<file path="config.mk">
export PLATFORM = sky130hd
export DESIGN_NAME = set_victim_ctl
export DESIGN_NICKNAME = d
export VERILOG_FILES = /design/src/rtl/set_victim_pkg.sv /design/src/rtl/victim_pick.sv /design/src/rtl/push_buf.sv /design/src/rtl/snoop_check.sv /design/src/rtl/set_victim_ctl.sv
export SDC_FILE = /design/constraint.sdc
export NUM_CORES = 1
export LEC_CHECK = 0
export ABC_CLOCK_PERIOD_IN_PS = 3650
export BUFFER_PORTS_ARGS = -buffer_cell sky130_fd_sc_hd__buf_4
export CORE_AREA = 3 3 245 247
export CTS_CLUSTER_SIZE = 40
export DETAILED_ROUTE_END_ITERATION = 8
export DIE_AREA = 0 0 248 250
export SYNTH_ARGS = -nofsm -noshare
export SYNTH_HDL_FRONTEND = slang
export SYNTH_SLANG_ARGS = --single-unit
</file>
<file path="constraint.sdc">
create_clock -name clk -period 3.65 [get_ports clk]
set_clock_uncertainty 0.1 [all_clocks]
set_input_delay 0.365 -clock clk [delete_from_list [all_inputs] [get_ports clk]]
set_output_delay 0.365 -clock clk [all_outputs]
set_load 0.03 [all_outputs]
</file>
<file path="src/rtl/set_victim_pkg.sv">
package set_victim_pkg;
  typedef enum logic [0:0] {
    MC_IDLE = 1'b0,
    MC_FILL = 1'b1
  } mc_state_e;
endpackage

</file>
<file path="src/rtl/victim_pick.sv">
// Chooses the way for a miss: the lowest free way, else the rotating pointer.
module victim_pick #(
  parameter int NUM_WAYS = 4,
  localparam int WAY_W = $clog2(NUM_WAYS)
) (
  input  logic [NUM_WAYS-1:0] valid_i,
  input  logic [NUM_WAYS-1:0] dirty_i,
  input  logic [WAY_W-1:0]    rr_i,
  output logic [WAY_W-1:0]    way_o,
  output logic                any_free_o,
  output logic                need_push_o
);
  logic [WAY_W-1:0] free_way;
  logic             free_seen;

  // Scan from the top so the lowest free way wins.
  always_comb begin
    free_seen = 1'b0;
    free_way  = '0;
    for (int w = NUM_WAYS - 1; w >= 0; w--) begin
      if (!valid_i[w]) begin
        free_seen = 1'b1;
        free_way  = WAY_W'(w);
      end
    end
  end

  assign any_free_o  = free_seen;
  assign way_o       = free_seen ? free_way : rr_i;
  assign need_push_o = !free_seen && dirty_i[rr_i];
endmodule

</file>
<file path="src/rtl/push_buf.sv">
// One-entry holding register for a dirty victim awaiting copyback.
module push_buf #(
  parameter int ADDR_W = 26,
  parameter int LINE_W = 64
) (
  input  logic              clk,
  input  logic              rst,
  input  logic              load_i,
  input  logic [ADDR_W-1:0] load_addr_i,
  input  logic [LINE_W-1:0] load_data_i,
  input  logic              release_i,
  input  logic              hold_i,
  input  logic              ack_i,
  output logic              full_o,
  output logic [ADDR_W-1:0] addr_o,
  output logic [LINE_W-1:0] data_o,
  output logic              cb_req_o
);
  logic full_q;
  logic rel_q;
  logic [ADDR_W-1:0] addr_q;
  logic [LINE_W-1:0] data_q;

  always_ff @(posedge clk) begin
    if (rst) begin
      full_q <= 1'b0;
      rel_q  <= 1'b0;
      addr_q <= '0;
      data_q <= '0;
    end else begin
      if (load_i) begin
        full_q <= 1'b1;
        rel_q  <= 1'b0;
        addr_q <= load_addr_i;
        data_q <= load_data_i;
      end else begin
        if (release_i && full_q) rel_q <= 1'b1;
        if (cb_req_o && ack_i) begin
          full_q <= 1'b0;
          rel_q  <= 1'b0;
        end
      end
    end
  end

  assign full_o   = full_q;
  assign addr_o   = addr_q;
  assign data_o   = data_q;
  assign cb_req_o = full_q && rel_q && !hold_i;

  // The buffer is never overwritten while it holds a line.
  assert_no_overwrite_R9: assert property (@(posedge clk) disable iff (rst)
    load_i |-> !full_q);

  // A raised request that is not acknowledged keeps the line.
  assert_cb_hold_R10: assert property (@(posedge clk) disable iff (rst)
    (cb_req_o && !ack_i) |=> full_q && $stable(addr_q));
endmodule

</file>
<file path="src/rtl/snoop_check.sv">
// Compares a snoop against the addressed set and the push buffer.
module snoop_check #(
  parameter int NUM_WAYS = 4,
  parameter int TAG_W    = 20,
  parameter int IDX_W    = 6,
  localparam int ADDR_W  = TAG_W + IDX_W
) (
  input  logic                      clk,
  input  logic                      rst,
  input  logic                      snp_req_i,
  input  logic [TAG_W-1:0]          snp_tag_i,
  input  logic [IDX_W-1:0]          snp_index_i,
  input  logic [NUM_WAYS-1:0]       snp_valid_i,
  input  logic [NUM_WAYS*TAG_W-1:0] snp_tags_i,
  input  logic                      pb_full_i,
  input  logic [ADDR_W-1:0]         pb_addr_i,
  output logic                      hit_o,
  output logic                      pb_hit_o
);
  logic [NUM_WAYS-1:0] way_match;
  logic                pb_match;
  logic                hit_q;
  logic                pb_hit_q;

  for (genvar w = 0; w < NUM_WAYS; w++) begin : g_cmp
    assign way_match[w] = snp_valid_i[w] &&
                          (snp_tags_i[w*TAG_W +: TAG_W] == snp_tag_i);
  end

  assign pb_match = pb_full_i && (pb_addr_i == {snp_tag_i, snp_index_i});

  always_ff @(posedge clk) begin
    if (rst) begin
      hit_q    <= 1'b0;
      pb_hit_q <= 1'b0;
    end else begin
      hit_q    <= snp_req_i && (pb_match || (|way_match));
      pb_hit_q <= snp_req_i && pb_match;
    end
  end

  assign hit_o    = hit_q;
  assign pb_hit_o = pb_hit_q;

  // A buffer match is always reported as a hit as well.
  assert_pb_implies_hit_R12: assert property (@(posedge clk) disable iff (rst)
    pb_hit_q |-> hit_q);
endmodule

</file>
<file path="src/rtl/set_victim_ctl.sv">
module set_victim_ctl
  import set_victim_pkg::*;
#(
  parameter int NUM_WAYS = 4,
  parameter int TAG_W    = 20,
  parameter int IDX_W    = 6,
  parameter int LINE_W   = 64,
  localparam int WAY_W   = $clog2(NUM_WAYS),
  localparam int ADDR_W  = TAG_W + IDX_W
) (
  input  logic                       clk,
  input  logic                       rst,
  input  logic                       miss_req,
  input  logic [TAG_W-1:0]           miss_tag,
  input  logic [IDX_W-1:0]           miss_index,
  output logic                       miss_ready,
  input  logic [NUM_WAYS-1:0]        line_valid,
  input  logic [NUM_WAYS-1:0]        line_dirty,
  input  logic [NUM_WAYS*TAG_W-1:0]  line_tags,
  input  logic [NUM_WAYS*LINE_W-1:0] line_data,
  output logic                       fill_req,
  output logic [TAG_W-1:0]           fill_tag,
  output logic [IDX_W-1:0]           fill_index,
  input  logic                       fill_ack,
  output logic                       upd_en,
  output logic [WAY_W-1:0]           upd_way,
  output logic [TAG_W-1:0]           upd_tag,
  output logic                       cb_req,
  output logic [ADDR_W-1:0]          cb_addr,
  output logic [LINE_W-1:0]          cb_data,
  input  logic                       cb_ack,
  input  logic                       snp_req,
  input  logic [TAG_W-1:0]           snp_tag,
  input  logic [IDX_W-1:0]           snp_index,
  input  logic [NUM_WAYS-1:0]        snp_valid,
  input  logic [NUM_WAYS*TAG_W-1:0]  snp_tags,
  output logic                       snp_hit,
  output logic                       snp_pb_hit
);
  mc_state_e        state_q;
  logic [WAY_W-1:0] rr_q;
  logic [WAY_W-1:0] way_q;
  logic [TAG_W-1:0] tag_q;
  logic [IDX_W-1:0] idx_q;
  logic             fill_q;
  logic             upd_q;
  logic [WAY_W-1:0] upd_way_q;
  logic [TAG_W-1:0] upd_tag_q;

  logic [WAY_W-1:0] pick_way;
  logic             any_free;
  logic             need_push;
  logic             pb_full;
  logic [ADDR_W-1:0] pb_addr;
  logic             accept;
  logic             fill_done;

  victim_pick #(.NUM_WAYS(NUM_WAYS)) i_pick (
    .valid_i     (line_valid),
    .dirty_i     (line_dirty),
    .rr_i        (rr_q),
    .way_o       (pick_way),
    .any_free_o  (any_free),
    .need_push_o (need_push)
  );

  assign miss_ready = (state_q == MC_IDLE) && !upd_q && !(pb_full && need_push);
  assign accept     = miss_req && miss_ready;
  assign fill_done  = (state_q == MC_FILL) && fill_ack;

  push_buf #(.ADDR_W(ADDR_W), .LINE_W(LINE_W)) i_pbuf (
    .clk         (clk),
    .rst         (rst),
    .load_i      (accept && need_push),
    .load_addr_i ({line_tags[int'(pick_way)*TAG_W +: TAG_W], miss_index}),
    .load_data_i (line_data[int'(pick_way)*LINE_W +: LINE_W]),
    .release_i   (fill_done),
    .hold_i      (snp_pb_hit),
    .ack_i       (cb_ack),
    .full_o      (pb_full),
    .addr_o      (pb_addr),
    .data_o      (cb_data),
    .cb_req_o    (cb_req)
  );

  assign cb_addr = pb_addr;

  snoop_check #(.NUM_WAYS(NUM_WAYS), .TAG_W(TAG_W), .IDX_W(IDX_W)) i_snoop (
    .clk         (clk),
    .rst         (rst),
    .snp_req_i   (snp_req),
    .snp_tag_i   (snp_tag),
    .snp_index_i (snp_index),
    .snp_valid_i (snp_valid),
    .snp_tags_i  (snp_tags),
    .pb_full_i   (pb_full),
    .pb_addr_i   (pb_addr),
    .hit_o       (snp_hit),
    .pb_hit_o    (snp_pb_hit)
  );

  always_ff @(posedge clk) begin
    if (rst) begin
      state_q   <= MC_IDLE;
      rr_q      <= '0;
      way_q     <= '0;
      tag_q     <= '0;
      idx_q     <= '0;
      fill_q    <= 1'b0;
      upd_q     <= 1'b0;
      upd_way_q <= '0;
      upd_tag_q <= '0;
    end else begin
      upd_q <= 1'b0;
      unique case (state_q)
        MC_IDLE: begin
          if (accept) begin
            state_q <= MC_FILL;
            fill_q  <= 1'b1;
            tag_q   <= miss_tag;
            idx_q   <= miss_index;
            way_q   <= pick_way;
            if (!any_free) rr_q <= rr_q + 1'b1;
          end
        end
        MC_FILL: begin
          if (fill_ack) begin
            state_q   <= MC_IDLE;
            fill_q    <= 1'b0;
            upd_q     <= 1'b1;
            upd_way_q <= way_q;
            upd_tag_q <= tag_q;
          end
        end
        default: state_q <= MC_IDLE;
      endcase
    end
  end

  assign fill_req   = fill_q;
  assign fill_tag   = tag_q;
  assign fill_index = idx_q;
  assign upd_en     = upd_q;
  assign upd_way    = upd_way_q;
  assign upd_tag    = upd_tag_q;

  assert_pick_free_R2: assert property (@(posedge clk) disable iff (rst)
    (accept && any_free) |-> !line_valid[pick_way]);

  assert_rr_kept_R4: assert property (@(posedge clk) disable iff (rst)
    (accept && any_free) |=> rr_q == $past(rr_q));

  assert_fill_hold_R5: assert property (@(posedge clk) disable iff (rst)
    (fill_req && !fill_ack) |=> fill_req && $stable(fill_tag) && $stable(fill_index));

  assert_upd_pulse_R6: assert property (@(posedge clk) disable iff (rst)
    upd_en |=> !upd_en);

  assert_snoop_first_R12: assert property (@(posedge clk) disable iff (rst)
    snp_pb_hit |-> !cb_req);

  assert_busy_R13: assert property (@(posedge clk) disable iff (rst)
    (fill_req || upd_en) |-> !miss_ready);
endmodule

</file>
==> flow_summary.json, run 1 <==
{
  "status": "finished clean",
  "syn_inst": 1227,
  "ir_drop_mv": 0.3408,
  "syn_nets": 1713,
  "detail_route.wl_per_cell_um": 21.17,
  "final_common_cell": "buf_4",
  "grt_pass1_wl_um": 75150,
  "dr.pass1.iters": 5,
  "cp-end-kind": "register",
  "yosys_warnings": 0,
  "cp_cell_sequence": "mux4_2 > a31oi_1 > nand2_1 > nand2_1 > a21oi_1",
  "synth.top_cell.area_share": 0.3243,
  "tightest_slew_ns": 1.159,
  "die_w_um": 248,
  "critPathMaxStageDelay_ns": 0.71,
  "wirelength_um": 53770,
  "finalHoldViolations": 0,
  "grt_max_degree": 85,
  "area_growth_pct": 65.34,
  "cts_tree": "yes",
  "power.leakage_nw": 6.686,
  "period_share": 0.7315,
  "vias": 11700,
  "finalSetupViolCount": 0,
  "antenna_found_initial": 2,
  "cts.repair.resized": 0,
  "place_congestion": 0.9255,
  "drive_gt1_frac": 0.3932,
  "synth.area.top_cells": "dfxtp_1 32%, nand2_1 15%, a311o_1 9.1%",
  "clkSlewWorstSetupHoldPaths_ns": 0.07,
  "dp_hpwl_um": 41270,
  "fmax_mhz": 374.5,
  "maxCapViolCount": 0,
  "layout.nets": 2248,
  "rr_worst_depth": 5,
  "ys_seq_area_frac": 0.3243,
  "required_ns": 3.85,
  "port_buffers": 629,
  "setup.worst_path.start_class": "register",
  "cts-root-buf": "clkbuf_16",
  "stdcell_area_mm2": 0.01521,
  "hp-class": "in -> reg",
  "gr-usage-all-layers": 0.1637,
  "criticalPathCategory": "reg -> reg",
  "place_area_mm2": 0.01462,
  "synth_enable_flop_cells": 0,
  "antenna_cells": 0,
  "worstSetupEndpoint": "fill_tag[5]",
  "floorplan.rows": 88,
  "pin_count": 630,
  "synth_area_mm2": 0.009199,
  "async_flop_share": 0,
  "cts_buffers": 17,
  "grt_pass1_vias": 11720,
  "viasPerCell": 4.605,
  "yosysTopAreaCell": "dfxtp_1",
  "cts_sinks": 149,
  "ys.flop_type": "dfxtp_1",
  "insertion_delay_ns": 0.46,
  "min_period_ns": 2.670,
  "die_height_um": 250,
  "reg2reg_to": "fill_tag[5]",
  "cts_max_level": 4,
  "crit_arrival_ns": 2.87,
  "r2r_slack_ns": 0.98,
  "crit_slowest_cell": "nand2_1",
  "antenna_left": 0,
  "ys_types": 36,
  "cpMostUsedCell": "nand2_1",
  "p_per_area_mw_per_mm2": 308.6,
  "cts_max_path_buffers": 2,
  "postCtsSetupRepairBufs": 0,
  "start_util": 0.1591,
  "pre_cts_ws_ns": 0.7243,
  "final-max-slew-violation-count": 0,
  "fin_setup_tns_ns": 0,
  "core_area_mm2": 0.05781,
  "cp_max_fo": 29,
  "fin_total_pwr_w": 0.004694,
  "drt_iter0_drc": 692,
  "synth.avg_cell_area_um2": 7.497,
  "cts_hold_buf": 0,
  "r2r_start": "rr_q[0]",
  "ys_seq_elements": 149,
  "drc": 0,
  "design.die.area_mm2": 0.06200,
  "rsz0062_at_grt": "no",
  "final_cell_mix": "650 x buf_4, 358 x nand2_1, 149 x dfxtp_1, 137 x a21oi_1",
  "grt_overflow": 0,
  "startpoint": "rr_q[0]",
  "finalWorstSetupSlack_ns": 0.9800,
  "slew_headroom": 0.2255
}
## worst max-delay path, delay by kind of cell (launching register included)
family	cells	cell delay, ns
AO/OA/AOI/OAI	2	0.37
flip-flops	1	0.44
multiplexers	1	0.62
AND/OR/NAND/NOR	2	0.98
## power breakdown
part / internal (W) / leakage [nW] / total [W] / switching (W)
logic: 0.000563 / 5.19 / 0.00115 / 0.000588
clock network: 0.00102 / 0.286 / 0.00186 / 0.000838
registers: 0.00166 / 1.21 / 0.00168 / 0.0000246
## kinds of logic (layout without fill, tap and decap cells)
logic type / after synthesis / count (layout) / share of synthesized area
AND/OR/NAND/NOR: 509 / 509 / 0.2462
multiplexers: 7 / 7 / 0.008977
XOR/XNOR: 108 / 108 / 0.1028
AO/OA/AOI/OAI: 311 / 311 / 0.2512
buffers and inverters: 143 / 691 / 0.06651
flip-flops: 149 / 149 / 0.3243
## cell usage after synthesis (4+ instances only)
library cell,number
nand2_1,359
dfxtp_1,149
a21oi_1,137
clkbuf_1,107
a221oi_1,84
a311o_1,84
and3_1,84
xor2_1,59
xnor2_1,49
buf_2,24
nand4_1,15
nor4_1,15
nor2_1,12
mux2i_1,6
buf_6,5
nand3_1,5
and2_1,4
## registers in the layout (all words and copies together), names as in the netlist
| signal | count |
|---|---|
| upd_way | 2 |
| i_pbuf.addr_o | 26 |
| fill_index | 6 |
| i_pbuf.full_o | 1 |
| upd_en | 1 |
| i_pbuf.data_o | 64 |
| way_q | 2 |
| upd_tag | 20 |
| fill_tag | 20 |
| i_snoop.hit_o | 1 |
| rr_q | 2 |
| i_pbuf.rel_q | 1 |
| state_q | 1 |
| fill_req | 1 |
| i_snoop.pb_hit_o | 1 |
## layout make-up
class	instances	area [µm²]
multi-input combinational	935	5650
inverter	2	7.507
clock buffer	17	425.4
timing repair buffer	657	5020
clock inverter	15	166.4
sequential	149	2983
fill	6324	42600
tap	765	957.2
## layer usage
layer	GRT usage	wire length, µm	vias to the layer above	share of wire
met2	0.2905	27210	601	0.51
met1	0.1911	20850	5549	0.39
li1	-	-	5462	-
met3	0.03062	3895	82	0.072
met5	0	13	-	0.00024
met4	0.06870	1797	2	0.033
## through the flow
stage               hold WS [ns]  utilization  instances
floorplan                 0.3322            -       1227
global placement          0.3402       0.2529       2508
detailed placement        0.3475       0.2529       2508
CTS                    0.0007120       0.2631       2540
global route             0.01885       0.2631       2540
finish                   0.04739       0.2631       2540
## worst min-delay path by stage
stage / startpoint / endpoint / slack, ns / cells after the start
finish: miss_tag[0] / fill_tag[0] / 0.05 / 3
global route: miss_tag[12] / fill_tag[12] / 0.02 / 3
CTS: miss_tag[19] / fill_tag[19] / 0.0007 / 3
detailed placement: i_pbuf.data_o[24] / i_pbuf.data_o[24] / 0.35 / 2
global placement: way_q[0] / upd_way[0] / 0.34 / 2
floorplan: way_q[0] / upd_way[0] / 0.33 / 2
(Power assumes the default switching activity.)
==> run 2, diff against run 1 <==
- ABC_AREA: default -> 1
- ABC_CLOCK_PERIOD_IN_PS: 3650 -> 2700
- CORE_AREA: 3 3 245 247 -> 3 3 247 249
- DIE_AREA: 0 0 248 250 -> 0 0 250 252
- clock period: 3.65 -> 2.7 ns (I/O delays scaled with it)
==> flow_summary.json, run 2 <==
{
  "finalHoldViolations": 0,
  "port_buffers": 629,
  "start_util": 0.1703,
  "cts_tree": "yes",
  "die_height_um": 252,
  "ys_seq_elements": 149,
  "die_w_um": 250,
  "p_per_area_mw_per_mm2": 402.7,
  "drt_iter0_drc": 651,
  "grt_pass1_vias": 12950,
  "layout.nets": 2909,
  "synth.area.top_cells": "dfxtp_1 30%, nand2_1 16%, o21ai_0 12%",
  "final-max-slew-violation-count": 0,
  "yosys_warnings": 0,
  "antenna_found_initial": 6,
  "p_sw_w": 0.002201,
  "largest_register_ffs": 64,
  "hp-start": "line_tags[44]",
  "finalSetupViolCount": 0,
  "fin_setup_tns_ns": 0,
  "holdPathStages": 5,
  "reg2reg_to": "i_pbuf.data_o[14]",
  "pin_count": 630,
  "dr.pass1.iters": 5,
  "vias": 13330,
  "synth_enable_flop_cells": 0,
  "dp_hpwl_um": 43760,
  "cts_max_level": 4,
  "pwr-share-seq": 0.340,
  "viasPerCell": 4.154,
  "cts.repair.resized": 0,
  "detail_route.wl_per_cell_um": 17.18,
  "antenna_left": 0,
  "final_cell_mix": "645 x buf_4, 427 x nand2_1, 289 x inv_1, 278 x nor2_1, 235 x o21ai_0",
  "crit_arrival_ns": 2.47,
  "async_flop_share": 0,
  "hp-class": "in -> reg",
  "cp-end-kind": "register",
  "finalWorstSetupSlack_ns": 0.5303,
  "post-synth-top-count-cell": "nand2_1",
  "slew_headroom": 0.4787,
  "core_area_mm2": 0.05891,
  "synthTopCellsByCount": "428 x nand2_1, 291 x inv_1, 278 x nor2_1",
  "rsz0062_at_grt": "no",
  "place_congestion": 0.9811,
  "synth_area_mm2": 0.01003,
  "tightest_slew_ns": 0.7811,
  "r2r_start": "rr_q[1]",
  "pre_cts_ws_ns": 0.4137,
  "swShare": 0.3253,
  "cts-root-buf": "clkbuf_16",
  "cts_buffers": 17,
  "syn_inst": 1795,
  "drive_gt1_frac": 0.2882,
  "maxCapViolCount": 0,
  "insertion_delay_ns": 0.47,
  "gr-usage-all-layers": 0.1672,
  "clkSlewWorstSetupHoldPaths_ns": 0.08,
  "ys.flop_type": "dfxtp_1",
  "r2r_slack_ns": 0.53,
  "area_growth_pct": 67.51,
  "criticalPathCategory": "reg -> reg",
  "period_share": 0.8036,
  "design.die.area_mm2": 0.06300,
  "syn_nets": 2281,
  "setup.worst_path.start_class": "register",
  "grt_pass1_wl_um": 79390,
  "cp_max_fo": 30,
  "ir_drop_mv": 0.4677,
  "pwr-share-clk": 0.387,
  "final_common_cell": "buf_4",
  "yosysTopAreaCell": "dfxtp_1",
  "required_ns": 3.00,
  "intPower_w": 0.004566,
  "cts_sinks": 149,
  "wirelength_um": 55150,
  "grt_max_degree": 86,
  "rr_worst_depth": 10,
  "status": "finished clean",
  "combinationalPowerShare": 0.272,
  "synth.top_cell.area_share": 0.2973,
  "grt_overflow": 0,
  "cts_max_path_buffers": 2,
  "power.leakage_nw": 8.944,
  "floorplan.rows": 89,
  "min_period_ns": 2.170,
  "synth.avg_cell_area_um2": 5.590,
  "fmax_mhz": 460.9,
  "drc": 0,
  "ys_types": 24,
  "ys_seq_area_frac": 0.2973,
  "holdPathEnd": "i_pbuf.addr_o[10]"
}
[run 2: worst max-delay path: stages (launching register included)]
cell and delay [ns]:
dfxtp_1 0.35, inv_1 0.11, a31oi_4 0.23, clkinv_2 0.34
buf_12 0.28, buf_12 0.17, a21oi_1 0.18, o21ai_1 0.09
nand2_1 0.06, nor2_1 0.04, nor2_1 0.12
[run 2: stage by stage]
stage	area [µm²]	hold WS (ns)	power, W	util	cells
4_1_cts	16800	0.0001776	0.006888	0.2853	3209
3_5_place_dp	15660	0.3573	0.004135	0.2658	3124
5_1_grt	16810	0.02676	0.007132	0.2853	3210
6_report	16810	0.04613	0.006768	0.2853	3210
2_1_floorplan	10030	0.3087	0.003173	-	1795
3_3_place_gp	15660	0.3527	0.004134	0.2658	3124
[run 2: power groups by stage]
stage | Combinational, W | Sequential, W | Clock [W]
3_5_place_dp | 0.00178 | 0.00235 | 0
5_1_grt | 0.00202 | 0.00231 | 0.00280
2_1_floorplan | 0.000710 | 0.00246 | 0
4_1_cts | 0.00186 | 0.00230 | 0.00273
3_3_place_gp | 0.00178 | 0.00235 | 0
6_report | 0.00184 | 0.00230 | 0.00262
[run 2: cells by family after synthesis]
group | count (synthesis) | synth area share
flip-flops | 149 | 0.2973
AO/OA/AOI/OAI | 504 | 0.2530
buffers and inverters | 396 | 0.1596
XOR/XNOR | 13 | 0.01135
AND/OR/NAND/NOR | 733 | 0.2787
[run 2: how the worst max path moves through the flow]
stage,cells after the start,start,end,slack [ns]
floorplan,4,i_snoop.pb_hit_o,i_pbuf.full_o,1.00
global placement,12,line_valid[1],i_pbuf.data_o[62],0.43
detailed placement,12,line_valid[1],i_pbuf.data_o[62],0.41
CTS,10,rr_q[1],i_pbuf.data_o[14],0.53
global route,10,rr_q[1],i_pbuf.addr_o[14],0.44
finish,10,rr_q[1],i_pbuf.data_o[14],0.53
[run 2: repair_timing]
item	4_1_cts	5_1_grt
hold buffers	53	0
setup buffers	0	0
hold endpoints to repair	59	0
[run 2: metal layers]
layer  track usage  vias to the layer above  wire length, µm  part of all wire
met2        0.3009                      496            27690              0.50
met3       0.04402                       76             3685             0.067
met4       0.06659                        6             1747             0.032
met1        0.1878                     5925            21970              0.40
li1              -                     6830                -                 -
met5             0                        -               52           0.00094
[run 2: cell type report]
type / count / area, µm²
antenna: 1 / 2.502
tap: 773 / 967.2
clock buffer: 18 / 429.2
fill: 6611 / 42100
timing repair buffer: 712 / 5653
multi-input combinational: 1250 / 5484
clock inverter: 14 / 186.4
sequential: 149 / 2983
inverter: 293 / 1102
